$ cat src/rtl/wordptr_pkg.sv
package wordptr_pkg;
  typedef enum logic [1:0] {SQ_IDLE, SQ_WADDR, SQ_WDATA, SQ_READ} sq_state_t;
  localparam logic [7:0] ID_FILL   = 8'hFF;
  localparam logic [1:0] ID_PREFIX = 2'b10;
endpackage

$ cat src/rtl/wordptr_ptr.sv
module wordptr_ptr #(
  parameter int ADDR_W = 10,
  parameter int PAGE_W = 4
) (
  input  logic              clk,
  input  logic              rst,
  input  logic              load_i,
  input  logic [ADDR_W-1:0] load_val_i,
  input  logic              step_low_i,
  input  logic              step_full_i,
  output logic [ADDR_W-1:0] ptr_o
);
  localparam logic [ADDR_W-1:0] ONE_A = ADDR_W'(1);
  localparam logic [PAGE_W-1:0] ONE_P = PAGE_W'(1);

  logic [ADDR_W-1:0] ptr_q;

  always_ff @(posedge clk) begin
    if (rst) begin
      ptr_q <= '0;
    end else if (load_i) begin
      ptr_q <= load_val_i;
    end else if (step_full_i) begin
      ptr_q <= ptr_q + ONE_A;
    end else if (step_low_i) begin
      ptr_q[PAGE_W-1:0] <= ptr_q[PAGE_W-1:0] + ONE_P;
    end
  end

  assign ptr_o = ptr_q;
endmodule

$ cat src/rtl/wordptr_rdpath.sv
module wordptr_rdpath
  import wordptr_pkg::*;
(
  input  logic       clk,
  input  logic       rst,
  input  logic       arr_req_i,
  input  logic       id_req_i,
  input  logic       id_ok_i,
  input  logic [7:0] ram_data_i,
  input  logic [7:0] rom_data_i,
  output logic       rd_vld_o,
  output logic [7:0] rd_data_o
);
  logic pend_q, pend_id_q, pend_ok_q;

  always_ff @(posedge clk) begin
    if (rst) begin
      pend_q    <= 1'b0;
      pend_id_q <= 1'b0;
      pend_ok_q <= 1'b0;
      rd_vld_o  <= 1'b0;
      rd_data_o <= '0;
    end else begin
      pend_q    <= arr_req_i | id_req_i;
      pend_id_q <= id_req_i;
      pend_ok_q <= id_ok_i;
      rd_vld_o  <= pend_q;
      if (pend_q) begin
        if (!pend_id_q)     rd_data_o <= ram_data_i;
        else if (pend_ok_q) rd_data_o <= rom_data_i;
        else                rd_data_o <= ID_FILL;
      end
    end
  end
endmodule

$ cat src/rtl/wordptr_wrfwd.sv
module wordptr_wrfwd #(
  parameter int ADDR_W = 10
) (
  input  logic              clk,
  input  logic              rst,
  input  logic              fwd_i,
  input  logic [ADDR_W-1:0] addr_i,
  input  logic [7:0]        data_i,
  output logic              pw_vld_o,
  output logic [ADDR_W-1:0] pw_addr_o,
  output logic [7:0]        pw_data_o
);
  always_ff @(posedge clk) begin
    if (rst) begin
      pw_vld_o  <= 1'b0;
      pw_addr_o <= '0;
      pw_data_o <= '0;
    end else begin
      pw_vld_o <= fwd_i;
      if (fwd_i) begin
        pw_addr_o <= addr_i;
        pw_data_o <= data_i;
      end
    end
  end
endmodule

$ cat src/rtl/wordptr_seq.sv
module wordptr_seq
  import wordptr_pkg::*;
#(
  parameter int PAGE_BITS = 6,
  parameter int PAGE_W    = 4,
  parameter int ID_W      = 4,
  localparam int ADDR_W   = PAGE_BITS + PAGE_W,
  localparam int HI_W     = ADDR_W - 8
) (
  input  logic              clk,
  input  logic              rst,
  input  logic              start_i,
  input  logic              start_rnw_i,
  input  logic              start_id_i,
  input  logic [HI_W-1:0]   start_page_i,
  input  logic              wr_vld_i,
  input  logic [7:0]        wr_byte_i,
  input  logic              rd_req_i,
  output logic              rd_vld_o,
  output logic [7:0]        rd_data_o,
  output logic              ram_rd_o,
  output logic [ADDR_W-1:0] ram_addr_o,
  input  logic [7:0]        ram_data_i,
  output logic              rom_rd_o,
  output logic [ID_W-1:0]   rom_addr_o,
  input  logic [7:0]        rom_data_i,
  output logic              pw_vld_o,
  output logic [ADDR_W-1:0] pw_addr_o,
  output logic [7:0]        pw_data_o
);
  sq_state_t         st_q;
  logic              is_id_q;
  logic [HI_W-1:0]   hi_q;
  logic [ADDR_W-1:0] ptr;
  logic              ld, data_byte, fwd, rd_ok, id_ok;
  logic [ADDR_W-1:0] ld_val;

  always_ff @(posedge clk) begin
    if (rst) begin
      st_q    <= SQ_IDLE;
      is_id_q <= 1'b0;
      hi_q    <= '0;
    end else if (start_i) begin
      st_q    <= start_rnw_i ? SQ_READ : SQ_WADDR;
      is_id_q <= start_id_i;
      hi_q    <= start_page_i;
    end else if (wr_vld_i && st_q == SQ_WADDR) begin
      st_q <= SQ_WDATA;
    end
  end

  always_comb begin
    ld        = wr_vld_i && !start_i && st_q == SQ_WADDR;
    ld_val    = is_id_q ? {{HI_W{1'b0}}, wr_byte_i} : {hi_q, wr_byte_i};
    data_byte = wr_vld_i && !start_i && st_q == SQ_WDATA;
    fwd       = data_byte && !is_id_q;
    rd_ok     = rd_req_i && !start_i && st_q == SQ_READ;
    ram_rd_o  = rd_ok && !is_id_q;
    rom_rd_o  = rd_ok && is_id_q;
    id_ok     = ptr[7:6] == ID_PREFIX;
  end

  assign ram_addr_o = ptr;
  assign rom_addr_o = ptr[ID_W-1:0];

  wordptr_ptr #(.ADDR_W(ADDR_W), .PAGE_W(PAGE_W)) ptr_i (
    .clk(clk), .rst(rst), .load_i(ld), .load_val_i(ld_val),
    .step_low_i(fwd | rom_rd_o), .step_full_i(ram_rd_o), .ptr_o(ptr)
  );

  wordptr_rdpath rd_i (
    .clk(clk), .rst(rst), .arr_req_i(ram_rd_o), .id_req_i(rom_rd_o),
    .id_ok_i(id_ok), .ram_data_i(ram_data_i), .rom_data_i(rom_data_i),
    .rd_vld_o(rd_vld_o), .rd_data_o(rd_data_o)
  );

  wordptr_wrfwd #(.ADDR_W(ADDR_W)) wr_i (
    .clk(clk), .rst(rst), .fwd_i(fwd), .addr_i(ptr), .data_i(wr_byte_i),
    .pw_vld_o(pw_vld_o), .pw_addr_o(pw_addr_o), .pw_data_o(pw_data_o)
  );
endmodule

$ cat config.mk
export PLATFORM = sky130hd
export DESIGN_NAME = wordptr_seq
export DESIGN_NICKNAME = d
export VERILOG_FILES = /design/src/rtl/wordptr_pkg.sv /design/src/rtl/wordptr_ptr.sv /design/src/rtl/wordptr_rdpath.sv /design/src/rtl/wordptr_wrfwd.sv /design/src/rtl/wordptr_seq.sv
export SDC_FILE = /design/constraint.sdc
export NUM_CORES = 1
export LEC_CHECK = 0
export BUFFER_PORTS_ARGS = -buffer_cell sky130_fd_sc_hd__buf_2
export CELL_PAD_IN_SITES_DETAIL_PLACEMENT = 1
export CELL_PAD_IN_SITES_GLOBAL_PLACEMENT = 2
export CORE_ASPECT_RATIO = 0.75
export CORE_MARGIN = 3
export CORE_UTILIZATION = 27
export DETAILED_ROUTE_END_ITERATION = 10
export PLACE_DENSITY_LB_ADDON = 0.1
export SLEW_MARGIN = 40
export SYNTH_ARGS = -nofsm -noshare
export SYNTH_HDL_FRONTEND = slang
export SYNTH_SLANG_ARGS = --single-unit
export TNS_END_PERCENT = 10
$ cat constraint.sdc
create_clock -name clk -period 1.8 [get_ports clk]
set_input_delay 0.45 -clock clk [delete_from_list [all_inputs] [get_ports clk]]
set_output_delay 0.45 -clock clk [all_outputs]
set_load 0.02 [all_outputs]
==> Yosys cells after proc, flatten, opt, wreduce, memory -nomap -nowiden <==
Cells that the tools add are included.
{ "classes": {"n_addsub": 2, "multipliers": 0, "div": 0, "order_cmp": 0, "eq_ne": 4, "shift": 0, "n_mux": 10, "bitwise_logic": 2, "reduce_logical": 14} }
{ "ops": {"columns": ["operator", "count"], "rows": [
  ["$mux W10", 2],
  ["$mux W8", 2],
  ["$add A10 B1 Y10 const B", 1],
  ["$logic_and A1 B1 Y1", 9],
  ["$mux W4", 2],
  ["$eq A2 B2 Y1 const B", 3],
  ["$mux W2", 3],
  ["$mux W6", 1],
  ["$add A4 B1 Y4 const B", 1],
  ["$reduce_bool A2 Y1", 2],
  ["$reduce_bool A3 Y1", 1],
  ["$eq A2 B1 Y1 const B", 1],
  ["$logic_not A1 Y1", 2],
  ["$or A1 B1 Y1", 2]
]} }
{ "word_totals": {"register_bits": 46, "latch_bits": 0, "ramBits": 0, "romBits": 0, "mem_count": 0} }

==> Longest topological paths before layout <==
Gate-level depths: netlist (run 1).
{ "depth": {"depth_word": 8, "depth_mapped": 6, "ltp_nobuf": 5} }

==> Cells and area by module <==
A second synthesis (run 1) with hierarchy kept.
{ "unflattened": {"hier_cells": 220, "area_unflattened_um2": 2138.3} }
{ "by_module_without_submodules": {"columns": ["mod", "instances", "cells_per_inst", "area_per_inst_um2"], "rows": [
  ["wordptr_wrfwd", 1, 60, 675.6],
  ["wordptr_rdpath", 1, 53, 598.1],
  ["wordptr_ptr", 1, 72, 561.8],
  ["wordptr_seq", 1, 35, 302.8]
]} }

==> Worst setup path after synthesis (run 1) <==
Ideal clock, no wire load.
{ "synth_path": {"path_kind": "input to output", "startpoint": "input port start_i", "endpoint": "output port rom_rd_o", "arrival_time_ns": 1.145, "setup_slack_ns": 0.205, "path_stages": 3, "path_cell_list": "buf_2 -> and4b_1 -> and2_1"} }
{ "synth_via": {"elab_chain_cells": 4} }
{ "synth_lines": {"columns": ["element", "line_no", "text"], "rows": [
  ["from (decl)", "wordptr_seq.sv:12", "input logic start_i,"],
  ["$logic_not A1 Y1", "wordptr_seq.sv:57", "rd_ok = rd_req_i && !start_i && st_q == SQ_READ;"],
  ["$logic_and A1 B1 Y1 (2 in a row)", "wordptr_seq.sv:57", null],
  ["$logic_and A1 B1 Y1", "wordptr_seq.sv:59", "rom_rd_o = rd_ok && is_id_q;"],
  ["to (decl)", "wordptr_seq.sv:24", "output logic rom_rd_o,"]
]} }
Every way passes these cells.

==> Worst setup path in the final report (run 1) <==
{ "layout_path": {"startpoint": "register st_q[0]", "endpoint": "output port rom_rd_o"} }
{ "layout_via": {"elab_chain_cells": 3} }
{ "layout_lines": {"columns": ["element", "line_no", "text"], "rows": [
  ["from (decl)", "wordptr_seq.sv:31", "sq_state_t st_q;"],
  ["from (signal assigned)", "wordptr_seq.sv:44", "st_q <= start_rnw_i ? SQ_READ : SQ_WADDR;"],
  ["$eq A2 B2 Y1", "wordptr_seq.sv:57", null],
  ["$logic_and A1 B1 Y1", "wordptr_seq.sv:57", null],
  ["$logic_and A1 B1 Y1", "wordptr_seq.sv:59", null]
]} }
Every way passes these cells.

==> results of run 1 <==
-- cell families (layout without fill, tap and decap cells) --
logic type	count (synthesis)	count (layout)	synth area share
DFF	46	46	0.454
buffers and inverters	22	104	0.0531
AOI/OAI and AO/OA	53	53	0.168
muxes	4	4	0.0197
adders and majority gates	1	1	0.00617
and+or+nand+nor	101	101	0.277
xor gates and xnor gates	5	5	0.0216
-- critical path: stages (launching register included) --
cell	delay [ns]
dfxtp_4	0.41
and4b_1	0.22
and2_1	0.16
buf_2	0.17
-- power by group through the flow --
stage	logic, uW	registers (uW)	clock network, uW
3_5_place_dp	226	1090	0
2_1_floorplan	103	1100	0
4_1_cts	227	1060	694
3_3_place_gp	225	1080	0
5_1_grt	247	1070	748
6_report	224	1060	664
-- metal layers --
metal | track usage | part of all wire
met5 | 0 | 0
met4 | 0.0375 | 0.0090
met3 | 0.0310 | 0.044
met2 | 0.226 | 0.41
met1 | 0.216 | 0.54
-- cell usage in the layout (no fill, tap or decap), types with 2 or more instances in the layout --
cell,n
a31oi_1,2
and2_1,2
xor2_1,2
nand3b_1,5
nand4_1,2
clkbuf_8,6
dfxtp_2,2
buf_4,17
mux2i_1,4
buf_2,76
a21oi_1,29
a211oi_1,5
o211ai_1,3
xnor2_1,3
nor4_1,4
nand2b_1,9
o221ai_1,7
nor2_1,14
dfxtp_1,43
nand3_1,20
nor3_1,4
inv_1,2
nor2b_1,5
and3b_1,2
nand2_1,25
-- area by class of cell --
cell class,instances,area (sq um)
Tap cell,98,123
Fill cell,884,4380
Timing Repair Buffer,94,528
Sequential cell,46,927
Clock inverter,1,5.00
Clock buffer,7,86.3
Multi-Input combinational cell,164,1000
Inverter,2,7.51
-- repair_timing --
item / CTS / global route
resized for setup: 1 / 3
setup endpoints to repair: 2 / 2
cloned: 0 / 0
hold endpoints to repair: 0 / 0
-- sequential cells by signal (all words and copies together) (netlist names) --
register	cells
ptr_i.ptr_o	10
wr_i.pw_addr_o	10
rd_i.rd_data_o	8
wr_i.pw_data_o	8
hi_q	2
st_q	2
is_id_q	1
rd_i.pend_id_q	1
rd_i.pend_ok_q	1
rd_i.pend_q	1
rd_i.rd_vld_o	1
wr_i.pw_vld_o	1
-- final timing paths --
path / startpoint / slack, ns / end
worst max-delay path: st_q[0] / 0.09 / rom_rd_o
worst min-delay path: start_page_i[1] / 0.39 / hi_q[1]
worst max register to register: ptr_i.ptr_o[2] / 0.32 / ptr_i.ptr_o[9]
worst min register to register: wr_i.pw_addr_o[6] / 0.46 / wr_i.pw_addr_o[6]
-- stage by stage --
stage / setup slack, ns / hold slack [ns]
global route: 0.0132 / 0.394
floorplan: 0.205 / 0.460
detailed placement: 0.112 / 0.448
CTS: 0.00714 / 0.389
finish: 0.0908 / 0.394
global placement: 0.127 / 0.441
==> run_results.csv, run 1 <==
group,metric,value,unit
run_status,status,"finished clean",
clock_network,root_buffer,"clkbuf_8",
cells_and_area,area_growth,32.0,%
routing,first_pass_iters,4,
floorplan,die_w,106,microns
global_routing,grt-ovfl-total,0,
cells_and_area,final_cell_area,2680,sq um
timing,finClkSkew,0.00558,ns
global_routing,grt_pass1_wl,10.1,mm
floorplan,coreArea,7060,sq um
yosys,ys_seq_area_frac,0.454,
job,drv_cap,0,
floorplan,start_util,0.287,
global_routing,antenna_found_initial,0,
yosys,synth_warnings,0,
global_routing,grtUsageTotal,0.149,
pwr,comb_power_share,0.115,
worst_setup_path,end_kind,"output port",
yosys,synthCells,232,
yosys,synth_fp_nets,266,
pwr,p_sw,507,uW
place,port_buffers,76,
cells_and_area,fin_util,0.379,
pwr,clockPowerShare,0.341,
floorplan,fp-row-count,26,
worst_setup_path,critPathMaxFanout,8,
clock_network,htreeDepth,2,
place,finalWeightedCongestion,0.726,
yosys,ys_seq_elements,46,
timing,fin_crit,1.71,ns
clock_network,post_cts.repair.setup_buffers,0,
worst_setup_path,crit_arrival,1.26,ns
routing,post_drt_wl_per_cell,15.3,microns
pwr,p_leak,0.00114,uW
timing,worst_pin_slew,0.508,ns
yosys,synthTopCellsByArea,"dfxtp_1, a21oi_1, nand3_1, nand2_1, o221ai_1",
pwr,peakVddDrop,0.314,mV
yosys,synth_flop_cell,"dfxtp_1",
timing,final-hold-violation-count,0,
clock_network,tritoncts,"done",
worst_setup_path,cp_data_required_time,1.35,ns
pwr,swShare,0.260,
yosys,synth_top_cell_by_area,"dfxtp_1",
timing,fin_crit_sh,0.950,
place,dpl_cell_area,2580,sq um
clock_network,cts_buffers,5,
worst_hold_path,holdCritPathClass,"in -> reg",
timing,setup_viol,0,
clock_network,clkLatencyLatePin,0.30,ns
cells_and_area,finalNonFillerCells,412,
timing,slew_viol_final,0,
routing,drcViolationCount,0,
pwr,finalPower,1950,uW
yosys,synth_commonest_cells,"dfxtp_1, a21oi_1, nand2_1",
worst_hold_path,holdPathStages,3,
worst_setup_path,crit_type,"reg -> out",
yosys,synth-async-reset-ratio,0,
clock_network,cts.sinks,46,
routing,via_per_inst,4.74,
timing,fmax,585,MHz
yosys,yosysTopAreaCellShare,0.454,
floorplan,die_area,8600,sq um
timing,maxSlewHeadroom,0.661,
yosys,yosysUniqueCellTypes,42,
worst_setup_path,cp-start-kind,"flip-flop",
routing,dr.first_iter.drc_count,64,
routing,ant_nets,0,
pwr,powerDensity,729,nW/um^2
floorplan,io_pins,77,
place,dp_hpwl,4.81,mm
routing,drt_wl_total,6.30,mm
pwr,p_int,1440,uW
cells_and_area,drive_above_1_share,0.347,
place,place_inst,404,
clock_network,clkTransAtPathRegs,0.09,ns
clock_network,cts_buffer_depth,2,
timing,finalSetupTns,0,ns
worst_setup_path,r2r_cells,4,
yosys,synth_edf_count,0,
cells_and_area,diodes,0,
pwr,seqPwrFrac,0.544,
yosys,syn-cell-area,2030,sq um
routing,vias,1953,
floorplan,die_h,81.1,microns
yosys,synth_most_common_cell,"dfxtp_1",
clock_network,cts_hold_buffers,0,
global_routing,grt_max_degree,46,
yosys,syn_avg_cell_area,8.74,sq um
timing,grt_setup_unrepaired,"false",
cells_and_area,nets,347,
global_routing,grt_pass1_vias,1936,
(Power assumes the default switching activity.)
==> inputs of run 2 (changes only) <==
--- a/config.mk
+++ b/config.mk
@@ -8,7 +8,7 @@
 export BUFFER_PORTS_ARGS = -buffer_cell sky130_fd_sc_hd__buf_2
 export CELL_PAD_IN_SITES_DETAIL_PLACEMENT = 1
 export CELL_PAD_IN_SITES_GLOBAL_PLACEMENT = 2
-export CORE_ASPECT_RATIO = 0.75
+export CORE_ASPECT_RATIO = 0.7
 export CORE_MARGIN = 3
 export CORE_UTILIZATION = 27
 export DETAILED_ROUTE_END_ITERATION = 10
==> run 2 against run 1 <==
Global-route usage increased by 0.30 points; sequential cell count unchanged; non-clock buffer count increased by 1; total power decreased by 2.7%; critical path type is now in -> out; largest cell class unchanged; largest power group unchanged.
==> run_results.csv, run 2 (synthesis results as in run 1) <==
group,metric,value,unit
routing,first_pass_iters,4,
pwr,peakVddDrop,0.278,mV
timing,fin_ws,0.104,ns
cells_and_area,diodes,0,
routing,drt_wl_total,6.44,mm
worst_setup_path,regToRegEndpoint,"ptr_i.ptr_o[1]",
job,drv_cap,0,
clock_network,htreeDepth,2,
global_routing,grtUsageTotal,0.152,
worst_setup_path,r2r_slack,0.16,ns
worst_hold_path,whs_endpoint,"is_id_q",
worst_hold_path,holdPathStages,3,
timing,slew_viol_final,0,
worst_setup_path,r2r-start,"st_q[0]",
place,port_buffers,76,
worst_setup_path,max_stage_delay,0.18,ns
timing,fin_crit_sh,0.942,
cells_and_area,mostFrequentLayoutCells,"buf_2, dfxtp_1, a21oi_1, nand2_1, nand3_1",
global_routing,grt_max_degree,40,
cells_and_area,area_growth,32.1,%
timing,grt_setup_unrepaired,"false",
worst_setup_path,r2r_cells,6,
clock_network,tritoncts,"done",
global_routing,antenna_found_initial,0,
clock_network,cts_buffers,5,
clock_network,cts_buffer_depth,2,
cells_and_area,final_cell_area,2680,sq um
clock_network,cts.sinks,46,
worst_setup_path,crit_buf_inv,3,
worst_setup_path,cpMostUsedCell,"buf_2",
timing,maxSlewHeadroom,0.653,
place,dpl_cell_area,2570,sq um
pwr,finalPower,1900,uW
floorplan,io_pins,77,
cells_and_area,nets,348,
routing,post_drt_wl_per_cell,15.8,microns
place,dp_hpwl,4.88,mm
floorplan,start_util,0.289,
run_status,status,"finished clean",
routing,dr.first_iter.drc_count,79,
worst_setup_path,cp-start-kind,"input port",
worst_setup_path,end_kind,"output port",
worst_setup_path,critPathMaxFanout,8,
cells_and_area,layout_commonest_cell,"buf_2",
place,finalWeightedCongestion,0.758,
worst_hold_path,holdCritPathClass,"in -> reg",
timing,worst_pin_slew,0.520,ns
routing,via_per_inst,4.94,
clock_network,clkTransAtPathRegs,0.09,ns
floorplan,fp-row-count,25,
worst_hold_path,min_from,"start_id_i",
timing,fin_crit,1.70,ns
clock_network,root_buffer,"clkbuf_8",
worst_setup_path,crit_arrival,1.25,ns
global_routing,grt-ovfl-total,0,
routing,vias,2014,
clock_network,clkLatencyLatePin,0.29,ns
floorplan,die_area,8600,sq um
global_routing,grt_pass1_vias,1902,
routing,drcViolationCount,0,
timing,fmax,590,MHz
global_routing,grt_pass1_wl,10.1,mm
floorplan,die_h,78.5,microns
cells_and_area,drive_above_1_share,0.350,
timing,finalSetupTns,0,ns
pwr,p_leak,0.00114,uW
place,pre_cts_ws,0.0437,ns
timing,final-hold-violation-count,0,
timing,setup_viol,0,
worst_setup_path,critical_path.cell_chain,"buf_2 -> buf_4 -> nor2b_1 -> and2_1 -> buf_2",
floorplan,coreArea,7010,sq um
worst_setup_path,critical-path-top-delay-family,"buffers and inverters",
pwr,powerDensity,708,nW/um^2
worst_setup_path,crit_type,"in -> out",
routing,ant_nets,0,
timing,finClkSkew,0.00415,ns
worst_setup_path,cpMaxStageDelayCell,"buf_4",
worst_setup_path,cp_data_required_time,1.35,ns
floorplan,die_w,110,microns
## run 2: changes by cell type in the layout (fill, tap and decap cells not counted), sizes merged
cell / change
buf: +1
clkbuf: -2
clkinv: +1
## run 2: repair_timing
| item | 4_1_cts | 5_1_grt |
|---|---|---|
| buffers inserted | 0 | 3 |
| resized for setup | 2 | 2 |
| pin swaps | 0 | 0 |
| setup endpoints to repair | 2 | 3 |
| hold buffers | 0 | 0 |
## run 2: cell type report
cell class,instances,area (sq um)
well taps,94,118
repair buffers,95,548
clock inverters,2,10.0
inverters,2,7.51
clock buffers,5,68.8
fillers,893,4330
flip-flops and latches,46,927
multi-input cells,164,1000
## run 2: report_power, final
group | total [uW] | switching (uW) | internal [uW] | leakage, uW
clock | 603 | 342 | 261 | 0.0000438
sequential | 1060 | 22.1 | 1040 | 0.000374
combinational | 233 | 134 | 98.7 | 0.000726
total | 1900 | 498 | 1400 | 0.00114
## run 2: layer usage
layer	vias up	wire, microns	track usage
met1	971	3370	0.234
met5	-	0	0
li1	993	-	-
met3	2	336	0.0337
met4	0	22	0.0299
met2	48	2710	0.213
## run 2: worst max-delay path by stage
stage | from | endpoint | cells past startpoint | slack, ns
after global routing | st_q[1] | rom_rd_o | 3 | 0.03
after CTS | st_q[0] | rom_rd_o | 3 | 0.03
after global placement | start_i | ptr_i.ptr_o[1] | 6 | 0.09
final | start_i | ram_rd_o | 5 | 0.10
after detailed placement | start_i | ptr_i.ptr_o[1] | 6 | 0.04
after floorplan | start_i | rom_rd_o | 3 | 0.21
## run 2: metrics by stage
stage	hold slack [ns]	cells	util
floorplan	0.460	232	-
global placement	0.444	398	0.367
detailed placement	0.449	398	0.367
CTS	0.382	405	0.379
global route	0.394	408	0.382
finish	0.389	408	0.382
## run 2: worst min-delay path, cell delays in order
cell	delay (ns)
buf_2	0.07
mux2i_1	0.05
nor2_1	0.07
